--- src/rtl/sxp_pkg.sv ---
package sxp_pkg;

  typedef enum logic [1:0] {
    SRC_NONE   = 2'd0,
    SRC_WRITE  = 2'd1,
    SRC_READ   = 2'd2,
    SRC_RXEDGE = 2'd3
  } start_src_e;

  // Start-source decision from the enable levels and the current events.
  function automatic start_src_e pick_start(input logic tx, input logic rx,
                                            input logic wr, input logic rd,
                                            input logic rx_rise);
    start_src_e s;
    s = SRC_NONE;
    if (tx) begin
      if (wr) s = SRC_WRITE;
    end else if (rx && rd) begin
      s = SRC_READ;
    end else if (rx_rise) begin
      s = SRC_RXEDGE;
    end
    return s;
  endfunction

  // Length in system cycles of one transfer: a low and a high phase per bit.
  function automatic int unsigned xfer_ticks(input int unsigned bits,
                                             input int unsigned half);
    return 2 * bits * half;
  endfunction

endpackage

--- src/rtl/sxp_start.sv ---
module sxp_start (
  input  logic clk,
  input  logic rst_n,
  input  logic tx_en,
  input  logic rx_en,
  input  logic wr_stb,
  input  logic rd_stb,
  input  logic busy,
  output logic start
);
  import sxp_pkg::*;

  logic       rx_q;
  logic       rx_rise;
  start_src_e src;

  always_ff @(posedge clk or negedge rst_n) begin
    if (!rst_n) rx_q <= 1'b0;
    else        rx_q <= rx_en;
  end

  assign rx_rise = rx_en && !rx_q;

  always_comb begin
    src = pick_start(tx_en, rx_en, wr_stb, rd_stb, rx_rise);
  end

  // Requests during a transfer are dropped, never queued.
  assign start = (src != SRC_NONE) && !busy;

endmodule

--- src/rtl/sxp_sclk.sv ---
module sxp_sclk #(
  parameter int BITS     = 8,
  parameter int DIV_HALF = 4
) (
  input  logic clk,
  input  logic rst_n,
  input  logic start,
  output logic busy,
  output logic sck,
  output logic rise_evt,
  output logic fall_evt,
  output logic done
);
  localparam int CW = (DIV_HALF > 1) ? $clog2(DIV_HALF) : 1;
  localparam int BW = (BITS > 1) ? $clog2(BITS) : 1;
  localparam logic [CW-1:0] HALF_LAST = CW'(DIV_HALF - 1);
  localparam logic [BW-1:0] BIT_LAST  = BW'(BITS - 1);

  logic [CW-1:0] half_cnt;
  logic [BW-1:0] bit_cnt;
  logic          half_end;
  logic          last_evt;

  assign half_end = (half_cnt == HALF_LAST);
  assign rise_evt = busy && !sck && half_end;
  assign fall_evt = busy && sck && half_end && (bit_cnt != BIT_LAST);
  assign last_evt = busy && sck && half_end && (bit_cnt == BIT_LAST);

  always_ff @(posedge clk or negedge rst_n) begin
    if (!rst_n) begin
      busy     <= 1'b0;
      sck      <= 1'b1;
      done     <= 1'b0;
      half_cnt <= '0;
      bit_cnt  <= '0;
    end else begin
      done <= 1'b0;
      if (!busy) begin
        if (start) begin
          busy     <= 1'b1;
          sck      <= 1'b0;
          half_cnt <= '0;
          bit_cnt  <= '0;
        end
      end else if (half_end) begin
        half_cnt <= '0;
        if (rise_evt) begin
          sck <= 1'b1;
        end else if (last_evt) begin
          busy <= 1'b0;
          done <= 1'b1;
        end else begin
          sck     <= 1'b0;
          bit_cnt <= bit_cnt + 1'b1;
        end
      end else begin
        half_cnt <= half_cnt + 1'b1;
      end
    end
  end

  // Run-length tracker used only by the length check below.
  logic [31:0] run_len;
  always_ff @(posedge clk or negedge rst_n) begin
    if (!rst_n)     run_len <= '0;
    else if (!busy) run_len <= '0;
    else            run_len <= run_len + 1'b1;
  end

  AST_SCK_IDLE_HIGH: assert property (@(posedge clk) disable iff (!rst_n)
    !busy |-> sck);
  AST_DONE_AFTER_BUSY: assert property (@(posedge clk) disable iff (!rst_n)
    done |-> (!busy && $past(busy)));
  AST_BUSY_LEN: assert property (@(posedge clk) disable iff (!rst_n)
    done |-> (run_len == 32'(sxp_pkg::xfer_ticks(BITS, DIV_HALF))));

endmodule

--- src/rtl/sxp_shift.sv ---
module sxp_shift #(
  parameter int DATA_W = 8
) (
  input  logic              clk,
  input  logic              rst_n,
  input  logic              take,
  input  logic [DATA_W-1:0] wdata,
  input  logic              start,
  input  logic              busy,
  input  logic              rise_evt,
  input  logic              fall_evt,
  input  logic              rx_en,
  input  logic              sdi,
  output logic [DATA_W-1:0] shreg,
  output logic              sdo_q
);
  logic in_bit;

  // With receive off, the incoming bit is forced low.
  assign in_bit = rx_en ? sdi : 1'b0;

  always_ff @(posedge clk or negedge rst_n) begin
    if (!rst_n) begin
      shreg <= '0;
      sdo_q <= 1'b0;
    end else begin
      if (take) begin
        shreg <= wdata;
        sdo_q <= wdata[DATA_W-1];
      end else if (start) begin
        sdo_q <= shreg[DATA_W-1];
      end else if (rise_evt) begin
        shreg <= {shreg[DATA_W-2:0], in_bit};
      end else if (fall_evt) begin
        sdo_q <= shreg[DATA_W-1];
      end
    end
  end

  AST_SDO_ON_FALL: assert property (@(posedge clk) disable iff (!rst_n)
    (busy && $past(busy) && !$past(fall_evt)) |-> $stable(sdo_q));
  AST_RX_FORCED_ZERO: assert property (@(posedge clk) disable iff (!rst_n)
    $past(rise_evt && !rx_en) |-> !shreg[0]);
  AST_HOLD_IDLE: assert property (@(posedge clk) disable iff (!rst_n)
    (!busy && !$past(busy) && !$past(take)) |-> $stable(shreg));

endmodule

--- src/rtl/sxp_serial_port.sv ---
module sxp_serial_port #(
  parameter int DATA_W   = 8,
  parameter int DIV_HALF = 4
) (
  input  logic              clk,
  input  logic              rst_n,
  input  logic              tx_en,
  input  logic              rx_en,
  input  logic              wr_stb,
  input  logic [DATA_W-1:0] wr_data,
  input  logic              rd_stb,
  output logic [DATA_W-1:0] rd_data,
  output logic              sck,
  output logic              sdo,
  output logic              sdo_oe,
  input  logic              sdi,
  output logic              busy,
  output logic              done
);
  logic start;
  logic take;
  logic rise_evt;
  logic fall_evt;
  logic sdo_q;
  logic [DATA_W-1:0] shreg;

  // Any idle write stores the byte; it only starts a transfer with tx_en set.
  assign take = wr_stb && !busy;

  sxp_start u_start (
    .clk    (clk),
    .rst_n  (rst_n),
    .tx_en  (tx_en),
    .rx_en  (rx_en),
    .wr_stb (wr_stb),
    .rd_stb (rd_stb),
    .busy   (busy),
    .start  (start)
  );

  sxp_sclk #(.BITS(DATA_W), .DIV_HALF(DIV_HALF)) u_sclk (
    .clk      (clk),
    .rst_n    (rst_n),
    .start    (start),
    .busy     (busy),
    .sck      (sck),
    .rise_evt (rise_evt),
    .fall_evt (fall_evt),
    .done     (done)
  );

  sxp_shift #(.DATA_W(DATA_W)) u_shift (
    .clk      (clk),
    .rst_n    (rst_n),
    .take     (take),
    .wdata    (wr_data),
    .start    (start),
    .busy     (busy),
    .rise_evt (rise_evt),
    .fall_evt (fall_evt),
    .rx_en    (rx_en),
    .sdi      (sdi),
    .shreg    (shreg),
    .sdo_q    (sdo_q)
  );

  assign rd_data = shreg;
  assign sdo     = sdo_q;
  assign sdo_oe  = tx_en;

  AST_START_LEGAL: assert property (@(posedge clk) disable iff (!rst_n)
    $rose(busy) |-> ($past(wr_stb && tx_en) || $past(!tx_en && rx_en)));

endmodule

--- config.mk ---
export PLATFORM = sky130hd
export DESIGN_NAME = sxp_serial_port
export DESIGN_NICKNAME = d
export VERILOG_FILES = /design/src/rtl/sxp_pkg.sv /design/src/rtl/sxp_start.sv /design/src/rtl/sxp_sclk.sv /design/src/rtl/sxp_shift.sv /design/src/rtl/sxp_serial_port.sv
export SDC_FILE = /design/constraint.sdc
export NUM_CORES = 1
export LEC_CHECK = 0
export BUFFER_PORTS_ARGS = -buffer_cell sky130_fd_sc_hd__buf_2
export CORE_ASPECT_RATIO = 1.4
export CORE_MARGIN = 4
export CORE_UTILIZATION = 40
export CTS_BUF_LIST = sky130_fd_sc_hd__clkbuf_8
export DETAILED_ROUTE_END_ITERATION = 8
export GPL_TIMING_DRIVEN = 0
export HOLD_SLACK_MARGIN = 0.15
export PLACE_DENSITY = 0.66
export SYNTH_ARGS = -nofsm -noshare
export SYNTH_HDL_FRONTEND = slang
export SYNTH_SLANG_ARGS = --single-unit
--- constraint.sdc ---
create_clock -name clk -period 1.79 [get_ports clk]
set_input_delay 0.0895 -clock clk [delete_from_list [all_inputs] [get_ports clk]]
set_output_delay 0.0895 -clock clk [all_outputs]
set_load 0.01 [all_outputs]
After elaboration in Yosys (flattened, before gate mapping)
Cells that the tools add are included.
{"block": "word_totals", "in_bits": 15, "output_inout_bits": 13, "wordCells": 74, "ff_bits": 18}
{"block": "op_classes", "muxes": 34, "n_reduce_logical": 21, "add_sub_neg": 2, "n_eq_ne": 9}
{"op": "8-bit 2-to-1 mux", "n": 3}
{"op": "1-bit 2-to-1 mux", "n": 20}
{"op": "3-bit 2-to-1 mux", "n": 5}
{"op": "2-bit 2-to-1 mux", "n": 6}
{"op": "1-bit logical AND", "n": 10}
{"op": "3-bit inequality test (second input constant)", "n": 3}
{"op": "2-bit inequality test (second input constant)", "n": 3}
{"op": "2-bit nonzero test", "n": 3}
{"op": "2-bit AND reduction", "n": 2}
{"op": "4-bit AND reduction", "n": 1}
{"op": "3-bit by 1-bit adder with 3-bit output (second input constant)", "n": 1}
{"op": "3-bit equality test (second input constant)", "n": 1}
{"op": "1-bit zero test", "n": 3}
{"op": "3-bit AND reduction", "n": 1}
{"op": "3-bit nonzero test", "n": 1}
{"op": "2-bit by 1-bit adder with 2-bit output (second input constant)", "n": 1}
{"op": "2-bit equality test (second input constant)", "n": 1}
{"op": "2-bit by 1-bit inequality test with 1-bit output (second input constant)", "n": 1}

Depth between registers and ports, before layout
Gate-level depths: netlist of run 1.
{"block": "depth", "ltp_word": 9, "mapped_depth": 6, "ltp_nobuf": 6}

Hierarchy
A second synthesis of run 1 with hierarchy kept.
{"block": "hier_totals", "hier_cells": 85, "hier_area_um2": 902.1}
{"module": "sxp_shift", "seq_area_each_um2": 225.2, "instances": 1, "area_each_um2": 442.9, "cells_per_inst": 43}
{"module": "sxp_sclk", "seq_area_each_um2": 201.4, "instances": 1, "area_each_um2": 386.6, "cells_per_inst": 35}
{"module": "sxp_start", "seq_area_each_um2": 25.0, "instances": 1, "area_each_um2": 51.3, "cells_per_inst": 5}
{"module": "sxp_serial_port", "seq_area_each_um2": 0.0, "instances": 1, "area_each_um2": 21.3, "cells_per_inst": 2}

Worst setup path before layout of run 1
OpenSTA, ideal clock, no wires.
{"block": "synth_timing", "kind": "reg-to-reg", "from": "register u_sclk.bit_cnt[0]", "to": "register u_shift.sdo_q", "setup_slack_ps": 520, "t_arrival_ps": 1185, "path_stages_with_launch": 6, "period_less_slack_ps": 1270, "n_path_buf": 0, "required_ps": 1704, "cell_sequence": "dfrtp_1 > ha_1 > ha_1 > nor2_1 > a21oi_1 > a32oi_1"}
{"block": "synth_between", "elab_chain_len": 4}
{"element": "from (decl)", "line": "sxp_sclk.sv:20", "text": "logic [BW-1:0] bit_cnt;"}
{"element": "from (signal assigned)", "line": "sxp_sclk.sv:54", "text": "bit_cnt <= bit_cnt + 1'b1;"}
{"element": "3-bit inequality test", "line": "sxp_sclk.sv:26", "text": "assign fall_evt = busy && sck && half_end && (bit_cnt != BIT_LAST);"}
{"element": "1-bit logical AND", "line": "sxp_sclk.sv:26"}
{"element": "3-bit nonzero test (no source line)"}
{"element": "2-bit AND reduction (no source line)"}
{"element": "to (signal assigned)", "line": "sxp_shift.sv:29", "text": "sdo_q <= wdata[DATA_W-1];"}
{"element": "to (signal assigned)", "line": "sxp_shift.sv:31", "text": "sdo_q <= shreg[DATA_W-1];"}
{"element": "to (signal assigned)", "line": "sxp_shift.sv:35", "text": "sdo_q <= shreg[DATA_W-1];"}
{"element": "to (decl)", "line": "sxp_shift.sv:15", "text": "output logic sdo_q"}
Every way passes these cells.
A chain may end at the register's enable or synchronous reset.

Worst setup path in the final report of run 1
{"block": "layout_timing", "from": "input port rx_en", "to": "register u_shift.sdo_q"}
{"block": "layout_between", "elab_chain_len": 8}
{"element": "from (decl)", "line": "sxp_serial_port.sv:8", "text": "input logic rx_en,"}
{"element": "1-bit logical AND", "line": "sxp_start.sv:22", "text": "assign rx_rise = rx_en && !rx_q;"}
{"element": "2-bit 2-to-1 mux", "line": "sxp_pkg.sv:20", "text": "end else if (rx_rise) begin"}
{"element": "2-bit 2-to-1 mux (*)", "line": "sxp_pkg.sv:18", "text": "end else if (rx && rd) begin"}
{"element": "2-bit 2-to-1 mux (*)", "line": "sxp_pkg.sv:16", "text": "if (tx) begin"}
{"element": "2-bit nonzero test (*)", "line": "sxp_start.sv:29", "text": "assign start = (src != SRC_NONE) && !busy;"}
{"element": "1-bit logical AND (*)", "line": "sxp_start.sv:29"}
{"element": "3-bit inequality test (no source line) (tied with other cells)"}
{"element": "2-bit AND reduction (no source line) or 1-bit 2-to-1 mux (tied branches)"}
Mark *: on every way between the ends. The rest lies on a longest branch, timed or not.

==> flow_summary.ini, run 1 <==
[floorplan]
die_h_um = 62.4
initial_utilization_pct = 42.4
coreArea_um2 = 2000
rows = 19
io_pins = 28
die_x_um = 46.9
die_area_um2 = 2920

[timing]
layout_setup_ws_ns = 0.356
fin_crit_ns = 1.43
worstMarginPinSlew_ns = 0.411
slew_violations = 0
hold-worst-slack_ns = 0.238
setup_violations = 0
finalSetupTns_ns = 0
slew_headroom_pct = 72.6
period_share_pct = 80.1
fmax_mhz = 698
finalClockSkew_ns = 0.00379
hold_violations = 0
rsz0062_at_grt = false

[clocking]
clk_path_buf_depth = 2
cts_tree = built
cts_buffers = 3
post_cts_buffers = 0
clk_pin_slew_ns = 0.07
htree_levels = 1
cts_sinks = 18
worstSkewPairLatency_ns = 0.25
cts_root_buf = clkbuf_8

[logic_synthesis]
syn_inst = 84
syn_nets = 102
synth_cell_types = 21
syn_area_per_cell_um2 = 10.1
yosys_warnings = 0
synth_edf_count = 0
synthArstFlopShare_pct = 100
ys_ff_latch = 18
yosysSeqAreaShare_pct = 53.4
synth_area_um2 = 846
synth-main-ff-cell = dfrtp_1

[grt]
grt_pass1_vias = 803
grt_usage_pct = 14.5
antenna_found_initial = 0
grt.overflow.total = 0
grt_first_pass_wirelength_um = 3350
grt_max_degree = 19

[setup_path]
path_cells = dlygate4sd3_1 > buf_2 > nor2b_2 > a22oi_2 > o211ai_1 > a32oi_1
crit_type = input pin to register
path_buf_inv = 2
arrival_ns = 1.60
worst-path-max-fanout = 8
critPathCaptureType = register
cp_top_family = compound AO/OA/AOI/OAI gates
rrSetupSlack_ns = 0.37
worst_path_max_delay_cell = dlygate4sd3_1
slowest_delay_ns = 0.54
start_kind = input pin
cp.required_ns = 1.96

[drt]
first_iter_violations = 10
drc_errors = 0
wl_per_cell_um = 12.7
vias = 768
vias_per_cell = 5.22
dr.pass1.iters = 4
ant_nets = 0
routed_wl_um = 1870

[placed_design]
gp_congestion = 0.751
dp_hpwl_um = 1340
port_buffers = 27
dp_cells = 132
dp_slack_ns = 0.384

[run_status]
status = finished clean

[cells_and_area]
fin_cells = 147
nets = 145
num_antenna_cells = 0
drive_gt1_share_pct = 31.0
syn2layout_area_growth_pct = 38.6

[min_path]
min_path_type = input pin to register

[job]
maxCapViolCount = 0

[power]
ir_worst_vdd_mv = 0.865
powerDensity_nw_per_um2 = 1390
total_power_mw = 1.62
total_leakage_power_nw = 0.577
-- cell usage after synthesis (2+ instances only) --
master	n	share of area, %
a32oi_1	2	2.1
nor2b_2	2	2.1
mux2i_1	4	4.7
a22oi_1	3	2.7
nor2_1	4	1.8
dfrtp_1	17	50
o211ai_1	2	1.8
nand3_1	2	1.2
a21oi_1	3	1.8
nand2_1	19	8.4
nand2b_1	2	1.5
ha_1	3	4.4
buf_2	2	1.2
inv_1	3	1.3
o21ai_0	10	5.9
-- final cells by class --
class,instances,area (µm²)
well taps,21,26.3
clock buffers,4,55.1
inverters,3,11.3
flip-flops and latches,18,452
repair buffers,38,245
fillers,183,825
plain buffers,4,28.8
multi-input cells,59,354
-- sequential cells by signal, indices dropped and copies added, names as in the netlist --
register / flops
u_shift.sdo_q: 1
u_sclk.half_cnt: 2
u_shift.shreg: 8
u_sclk.sck: 1
u_start.rx_q: 1
u_sclk.busy: 1
u_sclk.done: 1
u_sclk.bit_cnt: 3
-- final timing paths --
path | startpoint | to | cells past startpoint
min in group asynchronous | rst_n | u_sclk.busy | 2
max reg2reg | u_sclk.half_cnt[0] | u_shift.shreg[0] | 6
min | wr_stb | u_sclk.sck | 4
min reg2reg | u_sclk.half_cnt[0] | u_sclk.half_cnt[0] | 1
max | rx_en | u_shift.sdo_q | 6
max in group asynchronous | rst_n | u_sclk.sck | 2
-- timing repair --
item | CTS | global route
endpoints found under the setup margin | 0 | 0
hold endpoints to repair | 28 | 0
gates resized for setup | 0 | 0
hold buffers | 11 | 0
-- per-layer routing --
metal / wire, µm / part of all wire (%) / GRT usage (%) / vias up
met5: 0 / 0 / 0 / -
met4: 6 / 0.32 / 3.81 / 0
met3: 101 / 5.4 / 2.88 / 2
met2: 938 / 50 / 23.6 / 25
met1: 821 / 44 / 19.0 / 369
li1: - / - / - / 372
-- cells by family after synthesis --
group                      count (synthesis)  share of synthesized area [%]
adders and majority gates                  3                           4.44
DFF                                       18                           53.4
and+or+nand+nor                           31                           17.0
buffers and inverters                      7                           4.73
AOI/OAI and AO/OA                         21                           15.7
muxes                                      4                           4.73
-- layout by cell type (no fill, tap or decap), types with 3 or more instances in the layout --
cell type | Yosys | layout
buf_2 | 2 | 29
nand2_1 | 19 | 19
dfrtp_1 | 17 | 17
dlygate4sd3_1 | 0 | 11
o21ai_0 | 10 | 10
nor2_1 | 4 | 4
mux2i_1 | 4 | 4
clkbuf_8 | 0 | 4
inv_1 | 3 | 3
a21oi_1 | 3 | 3
a22oi_1 | 3 | 3
ha_1 | 3 | 3
-- through the flow --
stage / utilization [%] / cell area (µm²)
2_1_floorplan: - / 846
3_3_place_gp: 50.4 / 1010
3_5_place_dp: 50.4 / 1010
4_1_cts: 58.7 / 1170
5_1_grt: 58.7 / 1170
6_report: 58.7 / 1170
-- where the power goes --
part / switching [mW] / internal, mW
combinational: 0.318 / 0.272
clock: 0.134 / 0.195
sequential: 0.123 / 0.583
-- worst min-delay path: stages --
cell and delay [ns]:
buf_2 0.10, a22oi_2 0.14, nand2_1 0.10, a21oi_1 0.06
(Power assumes the default switching activity.)
==> inputs of run 2 (changes only) <==
--- a/config.mk
+++ b/config.mk
@@ -13,7 +13,7 @@
 export DETAILED_ROUTE_END_ITERATION = 8
 export GPL_TIMING_DRIVEN = 0
 export HOLD_SLACK_MARGIN = 0.15
-export PLACE_DENSITY = 0.66
+export PLACE_DENSITY = 0.68
 export SYNTH_ARGS = -nofsm -noshare
 export SYNTH_HDL_FRONTEND = slang
 export SYNTH_SLANG_ARGS = --single-unit
==> constraint.sdc (replaced) <==
create_clock -name clk -period 1.3 [get_ports clk]
set_input_delay 0.065 -clock clk [delete_from_list [all_inputs] [get_ports clk]]
set_output_delay 0.065 -clock clk [all_outputs]
set_load 0.01 [all_outputs]
==> run 2 against run 1 <==
Compared with the run above:
- sequential share of layout area is 1.8 points lower
- combinational power grew 59%
- cell count up 0.68%
- clock skew barely moved
- global-route usage is 1.6 points higher
- register-to-register slack lost 0.34 ns
- highest routed layer unchanged
==> flow_summary.ini, run 2 (synthesized netlist as in run 1, its figures left out) <==
[placed_design]
port_buffers = 27
dp_hpwl_um = 1260
gp_congestion = 0.764

[setup_path]
worst-path-max-fanout = 6
path_buf_inv = 0
reg2regPathDepth = 3
crit_type = register to register
crit_start = u_sclk.sck
arrival_ns = 1.42
cp.required_ns = 1.45
reg2reg_from = u_sclk.sck
start_kind = register
cp_top_family = flip-flops
critPathCaptureType = register
worst_path_max_delay_cell = dfstp_2
path_cells = and3b_2 > a32oi_1 > nand2_1
slowest_delay_ns = 0.59
rrSetupSlack_ns = 0.03
r2r_end = u_shift.shreg[0]

[floorplan]
die_h_um = 62.4
rows = 19
io_pins = 28
die_x_um = 46.9
initial_utilization_pct = 42.4
die_area_um2 = 2920
coreArea_um2 = 2000

[clocking]
cts_root_buf = clkbuf_8
worstSkewPairLatency_ns = 0.26
cts_tree = built
cts_sinks = 18
clk_path_buf_depth = 2
htree_levels = 1
cts_buffers = 3
clk_pin_slew_ns = 0.07

[grt]
grt_pass1_vias = 750
grt_first_pass_wirelength_um = 3480
grt.overflow.total = 0
grt_usage_pct = 16.1
grt_max_degree = 19
antenna_found_initial = 0

[drt]
vias_per_cell = 5.11
dr.pass1.iters = 6
wl_per_cell_um = 13.8
ant_nets = 0
drc_errors = 0
routed_wl_um = 2040
first_iter_violations = 5
vias = 757

[timing]
finalSetupTns_ns = 0
period_share_pct = 97.9
fmax_mhz = 786
slew_headroom_pct = 72.3
slew_violations = 0
finalClockSkew_ns = 0.00398
rsz0062_at_grt = true
fin_crit_ns = 1.27
hold_violations = 0
setup_violations = 0
worstMarginPinSlew_ns = 0.415
hold-worst-slack_ns = 0.204

[cells_and_area]
largest_registers = u_shift.shreg (8), u_sclk.bit_cnt (3), u_sclk.half_cnt (2)
multi_input_area_um2 = 408
layout_commonest_cell = buf_2
drive_gt1_share_pct = 37.8
top_register = u_shift.shreg
syn2layout_area_growth_pct = 45.6
nets = 146
final-seq-area_um2 = 452
largest_reg_flops = 8
layout_common_cells = 27 x buf_2, 19 x nand2_1, 17 x dfrtp_1
fillers = 175
num_antenna_cells = 0

[power]
ir_worst_vdd_mv = 1.26
total_leakage_power_nw = 0.596
powerDensity_nw_per_um2 = 1940

[min_path]
hold_path_depth = 4
holdPathEnd = u_sclk.sck
min_path_type = input pin to register
hp-start = wr_stb

[run_status]
status = finished clean

[job]
maxCapViolCount = 0
==> run 2: cell count changes in the layout (fill, tap and decap cells not counted), moves of 2 or more <==
cell,before,now
and3b_2,0,2
buf_2,29,27
buf_4,1,3
ha_1,3,1
nor2_1,4,2
o21ai_0,10,7
o21ai_1,0,3
==> run 2: report_power, final <==
| part | internal (mW) | switching (mW) | total, mW |
|---|---|---|---|
| Clock | 0.269 | 0.191 | 0.461 |
| Combinational | 0.463 | 0.473 | 0.937 |
| Sequential | 0.803 | 0.192 | 0.994 |
| Total | 1.54 | 0.856 | 2.39 |
==> run 2: how the worst max path moves through the flow <==
stage	endpoint	slack, ns	cells after the start
6_report	u_shift.shreg[0]	0.03	3
3_5_place_dp	u_shift.sdo_q	-0.12	5
2_1_floorplan	u_shift.sdo_q	0.03	5
3_3_place_gp	u_shift.sdo_q	-0.11	5
5_1_grt	u_shift.shreg[0]	-0.03	3
4_1_cts	u_sclk.bit_cnt[0]	0.002	6
==> run 2: area by class of cell <==
type	count	area share (%)
plain buffers	3	2.13
inverters	3	0.915
clock buffers	4	4.47
well taps	21	2.13
flip-flops and latches	18	36.7
repair buffers	39	20.5
multi-input cells	60	33.1
==> run 2: what timing repair did <==
item	CTS	global route
gates resized for setup	9	7
setup endpoints to repair	10	7
endpoints found under the hold margin	28	0
buffers inserted	1	0
hold buffers	11	0
pin swaps	2	3
gates cloned	1	0
==> run 2: worst register-to-register path, stage by stage, from the launching register on <==
cell	delay (ns)
dfstp_2	0.59
and3b_2	0.29
a32oi_1	0.22
nand2_1	0.07
==> run 2: through the flow <==
step / setup WS [ns] / cell area, µm² / power, mW / utilization, % / std cells
3_3_place_gp: -0.106 / 1010 / 1.73 / 50.4 / 132
3_5_place_dp: -0.119 / 1010 / 1.76 / 50.4 / 132
4_1_cts: 0.00198 / 1210 / 2.36 / 60.7 / 148
6_report: 0.0276 / 1230 / 2.39 / 61.7 / 148
5_1_grt: -0.0278 / 1230 / 2.59 / 61.7 / 148
2_1_floorplan: 0.0296 / 846 / 1.46 / - / 84
==> run 2: layer usage <==
layer	global-route usage (%)	vias up	wire length, µm	share of wire, %
met4	7.27	0	40	2.0
met5	0	-	0	0
met1	20.1	349	865	42
met2	25.0	24	1030	50
li1	-	379	-	-
met3	4.32	5	107	5.2
==> inputs of run 3 (changes only) <==
--- a/config.mk
+++ b/config.mk
@@ -14,6 +14,7 @@
 export GPL_TIMING_DRIVEN = 0
 export HOLD_SLACK_MARGIN = 0.15
 export PLACE_DENSITY = 0.68
+export RECOVER_POWER = 100
 export SYNTH_ARGS = -nofsm -noshare
 export SYNTH_HDL_FRONTEND = slang
 export SYNTH_SLANG_ARGS = --single-unit
==> run 3 against run 2 <==
Compared with the run above:
- sequential share of layout area up 0.41 points
- die area stayed put
- clock skew is 0.0013 ns lower
- global-route usage is the same
- non-clock buffer count is the same
- via count fell by 0.53%
- clock power hardly changed
- setup slack got worse by 0.00086 ns
- first-iteration DRC count fell by 40%
- core utilization decreased by 0.69 points
- critical path type unchanged
- largest cell class unchanged
- cell count did not move
- critical path depth unchanged
==> flow_summary.ini, run 3 (synthesized netlist as in run 1, its figures left out) <==
[cells_and_area]
layout_commonest_cell = nand2_1
nets = 146
layout_common_cells = 19 x nand2_1, 17 x dfrtp_1, 15 x buf_2
fin_cells = 148
num_antenna_cells = 0
finalInstanceArea_um2 = 1220
largest_reg_flops = 8
syn2layout_area_growth_pct = 43.9
largest_registers = u_shift.shreg (8), u_sclk.bit_cnt (3), u_sclk.half_cnt (2)
drive_gt1_share_pct = 29.1
final_util_pct = 61.0
top_register = u_shift.shreg

[timing]
setup_violations = 0
period_share_pct = 97.9
worstMarginPinSlew_ns = 0.465
slew_violations = 0
finalClockSkew_ns = 0.00267
hold_violations = 0
rsz0062_at_grt = true
fin_crit_ns = 1.27
slew_headroom_pct = 69.0
fmax_mhz = 785

[floorplan]
initial_utilization_pct = 42.4
die_area_um2 = 2920
rows = 19
io_pins = 28
die_x_um = 46.9
die_h_um = 62.4
coreArea_um2 = 2000

[setup_path]
arrival_ns = 1.42
endpoint = u_shift.shreg[0]
rrSetupSlack_ns = 0.03
start_kind = register
worst-path-max-fanout = 6
r2r_end = u_shift.shreg[0]
reg2reg_from = u_sclk.sck
crit_start = u_sclk.sck
cp.required_ns = 1.45
crit_type = register to register
reg2regPathDepth = 3
critPathCaptureType = register

[clocking]
clk_path_buf_depth = 2
cts_tree = built
cts_buffers = 3
clk_pin_slew_ns = 0.07
htree_levels = 1
cts_root_buf = clkbuf_8
worstSkewPairLatency_ns = 0.26
cts_sinks = 18

[placed_design]
placed_cell_area_um2 = 1010
port_buffers = 27
dp_cells = 132
gp_congestion = 0.764
dp_hpwl_um = 1260

[grt]
grt_usage_pct = 16.1
antenna_found_initial = 0
grt_first_pass_wirelength_um = 3480
grt.overflow.total = 0
grt_max_degree = 19
grt_pass1_vias = 750

[min_path]
min_path_type = input pin to register

[power]
total_leakage_power_nw = 0.560
powerDensity_nw_per_um2 = 1940
ir_worst_vdd_mv = 1.26
total_power_mw = 2.36

[drt]
dr.pass1.iters = 4
wl_per_cell_um = 13.6
vias = 753
ant_nets = 0
first_iter_violations = 3
routed_wl_um = 2020
vias_per_cell = 5.09
drc_errors = 0

[run_status]
status = finished clean

[job]
maxCapViolCount = 0
-- run 3: changes by cell type in the layout (fill, tap and decap cells not counted) --
| cell | delta |
|---|---|
| clkbuf_1 | +11 |
| clkbuf_2 | +1 |
| buf_2 | -12 |
-- run 3: layout make-up --
type,count,area (µm²)
Fill cell,183,779
Buffer,3,26.3
Multi-Input combinational cell,60,408
Inverter,3,11.3
Tap cell,21,26.3
Timing Repair Buffer,39,239
Clock buffer,4,55.1
Sequential cell,18,452
-- run 3: what timing repair did --
action                                  4_1_cts  5_1_grt
cloned                                        1        0
hold buffers                                 11        0
endpoints found under the setup margin       10        7
gates resized for setup                       9        7
endpoints found under the hold margin        28        0
pin swaps                                     2        3
buffers inserted                              1        0
-- run 3: layer usage --
metal  share of wire, %  up-vias  track usage (%)
met3                4.3        5             4.32
li1                   -      378                -
met5                  0        -                0
met1                 44      346             20.1
met2                 49       24             25.0
met4                2.0        0             7.27
-- run 3: power breakdown --
group / internal (mW) / total, mW / switching [mW]
logic: 0.427 / 0.898 / 0.471
registers: 0.803 / 0.996 / 0.194
clock network: 0.269 / 0.464 / 0.195
total: 1.50 / 2.36 / 0.859
-- run 3: critical path, stage by stage, from the launching register on --
cell	delay [ns]
dfstp_2	0.59
and3b_2	0.29
a32oi_1	0.22
nand2_1	0.07
-- run 3: per-stage QoR --
step	hold slack [ns]	TNS [ns]	worst slack (ns)
2_1_floorplan	-0.231	0	0.0296
3_3_place_gp	0.0149	-0.518	-0.106
3_5_place_dp	0.0195	-0.629	-0.119
4_1_cts	0.200	0	0.00198
5_1_grt	0.246	-0.0448	-0.0278
6_report	0.205	0	0.0268
-- run 3: how the worst min path moves through the flow --
stage | from | end | cells past startpoint
6_report | wr_stb | u_sclk.sck | 4
5_1_grt | wr_stb | u_sclk.sck | 4
4_1_cts | wr_stb | u_sclk.sck | 4
3_5_place_dp | rst_n | u_sclk.done | 1
3_3_place_gp | rst_n | u_sclk.done | 1
2_1_floorplan | rst_n | u_sclk.bit_cnt[0] | 0
